## src/rtl/scl_div_pkg.sv

```systemverilog
package scl_div_pkg;

  typedef enum logic [1:0] {
    PH_IDLE = 2'd0,
    PH_LOW  = 2'd1,
    PH_HIGH = 2'd2
  } scl_phase_e;

  // Raise a code that is below the speed's minimum up to that minimum.
  function automatic int unsigned clamp_code(input int unsigned code,
                                             input int unsigned floor_v);
    return (code < floor_v) ? floor_v : code;
  endfunction

  // Period length in system clock cycles: slope times clamped code, plus offset.
  function automatic int unsigned period_of(input int unsigned code,
                                            input int unsigned mul,
                                            input int unsigned add,
                                            input int unsigned floor_v);
    return mul * clamp_code(code, floor_v) + add;
  endfunction

  // The low phase takes the larger half of an odd period.
  function automatic int unsigned low_part(input int unsigned p);
    return (p + 1) >> 1;
  endfunction

  function automatic int unsigned high_part(input int unsigned p);
    return p >> 1;
  endfunction

endpackage

```

## src/rtl/scl_timing_calc.sv

```systemverilog
module scl_timing_calc
  import scl_div_pkg::*;
#(
  parameter int unsigned CODE_W   = 7,
  parameter int unsigned PER_W    = 10,
  parameter int unsigned STD_MUL  = 3,
  parameter int unsigned STD_ADD  = 11,
  parameter int unsigned STD_MIN  = 3,
  parameter int unsigned FAST_MUL = 2,
  parameter int unsigned FAST_ADD = 9,
  parameter int unsigned FAST_MIN = 2
) (
  input  logic [CODE_W-1:0] code,
  input  logic              std_sel,
  output logic [PER_W-1:0]  low_len,
  output logic [PER_W-1:0]  high_len
);

  logic [31:0] code_w;
  logic [31:0] period_w;

  assign code_w = {{(32-CODE_W){1'b0}}, code};

  always_comb begin
    if (std_sel) period_w = period_of(code_w, STD_MUL, STD_ADD, STD_MIN);
    else         period_w = period_of(code_w, FAST_MUL, FAST_ADD, FAST_MIN);
    low_len  = PER_W'(low_part(period_w));
    high_len = PER_W'(high_part(period_w));
  end

endmodule

```

## src/rtl/scl_cfg_hold.sv

```systemverilog
module scl_cfg_hold #(
  parameter int unsigned W = 10
) (
  input  logic         clk,
  input  logic         rst_n,
  input  logic         load,
  input  logic [W-1:0] d,
  output logic [W-1:0] q
);

  always_ff @(posedge clk or negedge rst_n) begin
    if (!rst_n)    q <= '0;
    else if (load) q <= d;
  end

  // the held high-phase length changes only at a period start.
  p_hold_between_loads_r8: assert property (@(posedge clk) disable iff (!rst_n)
    !load |=> $stable(q));

endmodule

```

## src/rtl/scl_phase_fsm.sv

```systemverilog
module scl_phase_fsm
  import scl_div_pkg::*;
#(
  parameter int unsigned PER_W = 10
) (
  input  logic             clk,
  input  logic             rst_n,
  input  logic             active,
  input  logic             scl_in,
  input  logic [PER_W-1:0] new_low,
  input  logic [PER_W-1:0] cur_high,
  output logic             load_cfg,
  output logic             low_req,
  output logic             rise_stb,
  output logic             fall_stb
);

  scl_phase_e       ph_q, ph_n;
  logic [PER_W-1:0] cnt_q, cnt_n;
  logic             cnt_zero;
  logic             stretching;

  assign cnt_zero   = (cnt_q == '0);
  assign stretching = active && (ph_q == PH_HIGH) && !scl_in;

  always_comb begin
    ph_n     = ph_q;
    cnt_n    = cnt_q;
    load_cfg = 1'b0;
    if (!active) begin
      ph_n  = PH_IDLE;
      cnt_n = '0;
    end else begin
      unique case (ph_q)
        PH_IDLE: begin
          ph_n     = PH_LOW;
          cnt_n    = new_low - PER_W'(1);
          load_cfg = 1'b1;
        end
        PH_LOW: begin
          if (cnt_zero) begin
            ph_n  = PH_HIGH;
            cnt_n = cur_high - PER_W'(1);
          end else begin
            cnt_n = cnt_q - PER_W'(1);
          end
        end
        PH_HIGH: begin
          if (scl_in) begin
            if (cnt_zero) begin
              ph_n     = PH_LOW;
              cnt_n    = new_low - PER_W'(1);
              load_cfg = 1'b1;
            end else begin
              cnt_n = cnt_q - PER_W'(1);
            end
          end
        end
        default: begin
          ph_n  = PH_IDLE;
          cnt_n = '0;
        end
      endcase
    end
  end

  always_ff @(posedge clk or negedge rst_n) begin
    if (!rst_n) begin
      ph_q     <= PH_IDLE;
      cnt_q    <= '0;
      rise_stb <= 1'b0;
      fall_stb <= 1'b0;
    end else begin
      ph_q     <= ph_n;
      cnt_q    <= cnt_n;
      fall_stb <= (ph_n == PH_LOW)  && (ph_q != PH_LOW);
      rise_stb <= (ph_n == PH_HIGH) && (ph_q != PH_HIGH);
    end
  end

  assign low_req = (ph_q == PH_LOW);

  // a dropped request silences the line and both strobes on the next cycle.
  p_idle_quiet_r1: assert property (@(posedge clk) disable iff (!rst_n)
    !active |=> (ph_q == PH_IDLE) && !low_req && !rise_stb && !fall_stb);

  // the edge strobes are never 1 in the same cycle.
  p_strobe_excl_r6: assert property (@(posedge clk) disable iff (!rst_n)
    !(rise_stb && fall_stb));

  // a falling strobe comes only together with a low request.
  p_fall_with_low_r6: assert property (@(posedge clk) disable iff (!rst_n)
    fall_stb |-> low_req);

  // a slave holding the line low freezes the count.
  p_stretch_hold_r7: assert property (@(posedge clk) disable iff (!rst_n)
    stretching |=> ($stable(cnt_q) || (ph_q == PH_IDLE)));

  // a request seen while idle starts a low phase with its strobe.
  p_start_low_r9: assert property (@(posedge clk) disable iff (!rst_n)
    (active && ph_q == PH_IDLE) |=> (low_req && fall_stb));

endmodule

```

## src/rtl/scl_clkgen.sv

```systemverilog
module scl_clkgen #(
  parameter int unsigned CODE_W   = 7,
  parameter int unsigned STD_MUL  = 3,
  parameter int unsigned STD_ADD  = 11,
  parameter int unsigned STD_MIN  = 3,
  parameter int unsigned FAST_MUL = 2,
  parameter int unsigned FAST_ADD = 9,
  parameter int unsigned FAST_MIN = 2
) (
  input  logic              clk,
  input  logic              rst_n,
  input  logic              en,
  input  logic              run,
  input  logic [CODE_W-1:0] div_code,
  input  logic              std_mode,
  input  logic              scl_in,
  output logic              scl_low_req,
  output logic              scl_rise,
  output logic              scl_fall
);

  localparam int unsigned PER_W     = CODE_W + 3;
  localparam int unsigned STD_PMIN  = STD_MUL * STD_MIN + STD_ADD;
  localparam int unsigned FAST_PMIN = FAST_MUL * FAST_MIN + FAST_ADD;

  logic             active;
  logic             period_start;
  logic [PER_W-1:0] calc_low;
  logic [PER_W-1:0] calc_high;
  logic [PER_W-1:0] held_high;

  assign active = en && run;

  scl_timing_calc #(
    .CODE_W(CODE_W), .PER_W(PER_W),
    .STD_MUL(STD_MUL), .STD_ADD(STD_ADD), .STD_MIN(STD_MIN),
    .FAST_MUL(FAST_MUL), .FAST_ADD(FAST_ADD), .FAST_MIN(FAST_MIN)
  ) u_calc (
    .code    (div_code),
    .std_sel (std_mode),
    .low_len (calc_low),
    .high_len(calc_high)
  );

  scl_cfg_hold #(.W(PER_W)) u_hold (
    .clk  (clk),
    .rst_n(rst_n),
    .load (period_start),
    .d    (calc_high),
    .q    (held_high)
  );

  scl_phase_fsm #(.PER_W(PER_W)) u_fsm (
    .clk     (clk),
    .rst_n   (rst_n),
    .active  (active),
    .scl_in  (scl_in),
    .new_low (calc_low),
    .cur_high(held_high),
    .load_cfg(period_start),
    .low_req (scl_low_req),
    .rise_stb(scl_rise),
    .fall_stb(scl_fall)
  );

  // the period taken from the calculator never falls below the speed's floor.
  p_min_period_r4: assert property (@(posedge clk) disable iff (!rst_n)
    (32'(calc_low) + 32'(calc_high)) >= (std_mode ? STD_PMIN : FAST_PMIN));

endmodule

```

## config.mk

```make
export PLATFORM = sky130hd
export DESIGN_NAME = scl_clkgen
export DESIGN_NICKNAME = d
export VERILOG_FILES = /design/src/rtl/scl_div_pkg.sv /design/src/rtl/scl_timing_calc.sv /design/src/rtl/scl_cfg_hold.sv /design/src/rtl/scl_phase_fsm.sv /design/src/rtl/scl_clkgen.sv
export SDC_FILE = /design/constraint.sdc
export NUM_CORES = 1
export LEC_CHECK = 0
export ABC_AREA = 1
export BUFFER_PORTS_ARGS = -buffer_cell sky130_fd_sc_hd__buf_2
export CORE_MARGIN = 1
export CORE_UTILIZATION = 55
export CTS_CLUSTER_DIAMETER = 50
export DETAILED_ROUTE_END_ITERATION = 7
export GPL_ROUTABILITY_DRIVEN = 1
export GPL_TIMING_DRIVEN = 0
export PLACE_DENSITY = 0.73
export SYNTH_ARGS = -nofsm -noshare
export SYNTH_HDL_FRONTEND = slang
export SYNTH_SLANG_ARGS = --single-unit
```

## constraint.sdc

```tcl
create_clock -name clk -period 4.9 [get_ports clk]
set_input_delay 0.735 -clock clk [delete_from_list [all_inputs] [get_ports clk]]
set_output_delay 0.735 -clock clk [all_outputs]
set_load 0.1 [all_outputs]
```

==> flow_metrics.env <==
export IMPL_irDropWorstVdd_mv=0.176
export IMPL_clkSinkCount=23
export IMPL_yosysMostFrequentCell="nand2_1"
export IMPL_cts_root_buf="clkbuf_8"
export IMPL_synthCells=459
export IMPL_r2r_end="u_hold.q[7]$_DFFE_PN0P_"
export IMPL_synth_async_reset_ratio_pct=100
export IMPL_num_vias=2922
export IMPL_postRouteAntennaNets=0
export IMPL_ys_seq_area_share_pct=20.4
export IMPL_fillCellCount=477
export IMPL_ys_warn_count=0
export IMPL_utilization_pct=62.5
export IMPL_hold_viol=0
export IMPL_cts_tree="done"
export IMPL_die_area_sq_um=5430
export IMPL_setup_violations=0
export IMPL_dieWidth_microns=73.7
export IMPL_post_cts_setup_buffers=0
export IMPL_drc=0
export IMPL_synth_nets=487
export IMPL_pre_cts_ws_ns=0.789
export IMPL_instances_no_fill=544
export IMPL_gp_congestion=0.929
export IMPL_grt_pass1_vias=2626
export IMPL_required_ns=5.04
export IMPL_syn_avg_cell_area_sq_um=6.16
export IMPL_cp_common_cell="nand2_1"
export IMPL_layout_drive_gt1_share_pct=17.4
export IMPL_grt_ovfl_total=0
export IMPL_cts_htree_levels=1
export IMPL_status="completed"
export IMPL_synthTopCellsByCount="125 x nand2_1, 63 x inv_1, 42 x nand3_1, 34 x o21ai_0, 28 x nor2_1"
export IMPL_cts_buffers=3
export IMPL_cpMaxStageDelayCell="ha_1"
export IMPL_dp_final_hpwl_microns=5440
export IMPL_rows=25
export IMPL_rsz0062_at_grt="false"
export IMPL_io_buffers=14
export IMPL_hp_class="in -> async"
export IMPL_synth_top_area_share_pct=20.4
export IMPL_antenna_cells=0
export IMPL_core_sq_um=4850
export IMPL_num_nets_final=506
export IMPL_grt_max_degree=24
export IMPL_yosysTopAreaCell="dfrtp_1"
export IMPL_worst_r2r_setup_slack_ns=2.01
export IMPL_clkLatencyLatePin_ns=0.27
export IMPL_max_stage_delay_ns=0.33
export IMPL_post_route_worst_setup_slack_ns=1.07
export IMPL_synth_area_top_cells="dfrtp_1 20%, nand2_1 17%, inv_1 8.4%"
export IMPL_syn_area_sq_um=2830
export IMPL_yosys_cell_types_count=38
export IMPL_path_class="in -> reg"
export IMPL_worstReg2RegStart="u_fsm.cnt_q[0]$_DFFE_PN0P_"
export IMPL_relSlewSlack_pct=59.3
export IMPL_ctsHoldBuffers=0
export IMPL_fin_crit_sh_pct=78.1
export IMPL_cp_max_fo=7
export IMPL_reg2regPathDepth=11
export IMPL_syn2layout_area_growth_pct=7.08
export IMPL_cts_resized_gates=0
export IMPL_final_setup_tns_ns=0
export IMPL_ioPinCount=16
export IMPL_crit_start="div_code[5]"
export IMPL_final_cell_area_sq_um=3030
export IMPL_skew_ns=0.00432
export IMPL_fmax_mhz=261
export IMPL_power_density_nw_per_um2=264
export IMPL_wl_per_cell_microns=12.2
export IMPL_startpoint_type="input port"
export IMPL_cp_arrival_ns=3.97
export IMPL_drt_iter0_drc=172
export IMPL_grt_usage_pct=27.0
export IMPL_firstDrtPassIters=5
export IMPL_synthFlopType="dfrtp_1"
export IMPL_clock_path_buffers=2
export IMPL_dpl_cell_area_sq_um=2980
export IMPL_path_clk_slew_ns=0.08
export IMPL_fp_dieH_microns=73.7
export IMPL_cp_end_kind="flop"
export IMPL_via_per_inst=5.37
export IMPL_place_inst=540
export IMPL_tightestPinTransition_ns=0.606
export IMPL_p_leak_nw=1.63
export IMPL_ys_seq_elements=23
export IMPL_maxCapViolCount=0
export IMPL_antenna_found_initial=0
export IMPL_grt_pass1_wl_microns=11500
export IMPL_slew_violations=0
export IMPL_start_util_pct=58.3
export IMPL_fin_crit_ns=3.83
export IMPL_synth_edff_count=0
export IMPL_wirelength_microns=6650
flip-flops by register name, indices dropped and copies added, names as in the netlist:
name,flops
u_fsm.cnt_q,10
u_hold.q,9
u_fsm.fall_stb,1
u_fsm.rise_stb,1
u_fsm.ph_q,2
cell usage in the layout, fill, tap and decap left out, types with 13 or more instances in the layout:
cell and instances:
dfrtp_1 23, nand3_1 42, o21ai_0 34, inv_1 63, buf_2 15, ha_1 15
nor2_1 28, a21oi_1 13, nand2_1 125, nand2_2 21
critical path, delay by kind of cell:
family | cells | cell delay, ns
AND/OR/NAND/NOR | 13 | 1.15
buffers and inverters | 8 | 0.56
adder cells (fa/ha/maj) | 4 | 0.99
AO/OA/AOI/OAI | 4 | 0.51
routing by layer:
layer  vias to the layer above  wire length (microns)  share of wire, %  global-route usage (%)
met1                      1322                   3400                51                    40.9
met3                         6                    429               6.4                    3.02
met2                        91                   2780                42                    41.8
met4                         0                     42              0.63                    3.63
met5                         -                      0                 0                       0
li1                       1503                      -                 -                       -
where the power goes:
group          internal (W)  switching [W]
combinational      0.000143       0.000293
clock             0.0000568      0.0000621
sequential         0.000218      0.0000253
total              0.000418       0.000380
logic make-up after synthesis:
logic type | after synthesis | synth area share, %
XOR/XNOR | 13 | 4.03
buffers and inverters | 83 | 11.1
adder cells (fa/ha/maj) | 15 | 6.64
flip-flops | 23 | 20.4
AO/OA/AOI/OAI | 63 | 12.8
AND/OR/NAND/NOR | 262 | 45.1
final cells by class:
cell class | count | area, sq um | share of cell area (%)
plain buffers | 6 | 23.8 | 0.785
clock buffers | 3 | 41.3 | 1.36
clock inverters | 1 | 5.00 | 0.165
inverters | 77 | 289 | 9.55
multi-input cells | 353 | 1940 | 64.0
flip-flops and latches | 23 | 576 | 19.0
well taps | 67 | 83.8 | 2.77
repair buffers | 14 | 70.1 | 2.31
per-stage QoR:
stage / total power [W] / hold slack (ns)
final: 0.000798 / 0.441
after global routing: 0.000876 / 0.489
after detailed placement: 0.000675 / 0.513
after floorplan: 0.000582 / 0.439
after CTS: 0.000800 / 0.459
after global placement: 0.000666 / 0.510
worst max-delay path by stage:
| stage | cells after the start | endpoint | slack [ns] |
|---|---|---|---|
| detailed placement | 29 | u_fsm.cnt_q[4]$_DFFE_PN0P_ | 0.79 |
| global placement | 29 | u_fsm.cnt_q[4]$_DFFE_PN0P_ | 0.83 |
| CTS | 29 | u_fsm.cnt_q[4]$_DFFE_PN0P_ | 1.07 |
| finish | 29 | u_fsm.cnt_q[4]$_DFFE_PN0P_ | 1.07 |
| floorplan | 28 | u_fsm.cnt_q[4]$_DFFE_PN0P_ | 1.40 |
| global route | 29 | u_fsm.cnt_q[4]$_DFFE_PN0P_ | 0.63 |
No activity file was read; power rests on OpenSTA's default activity.
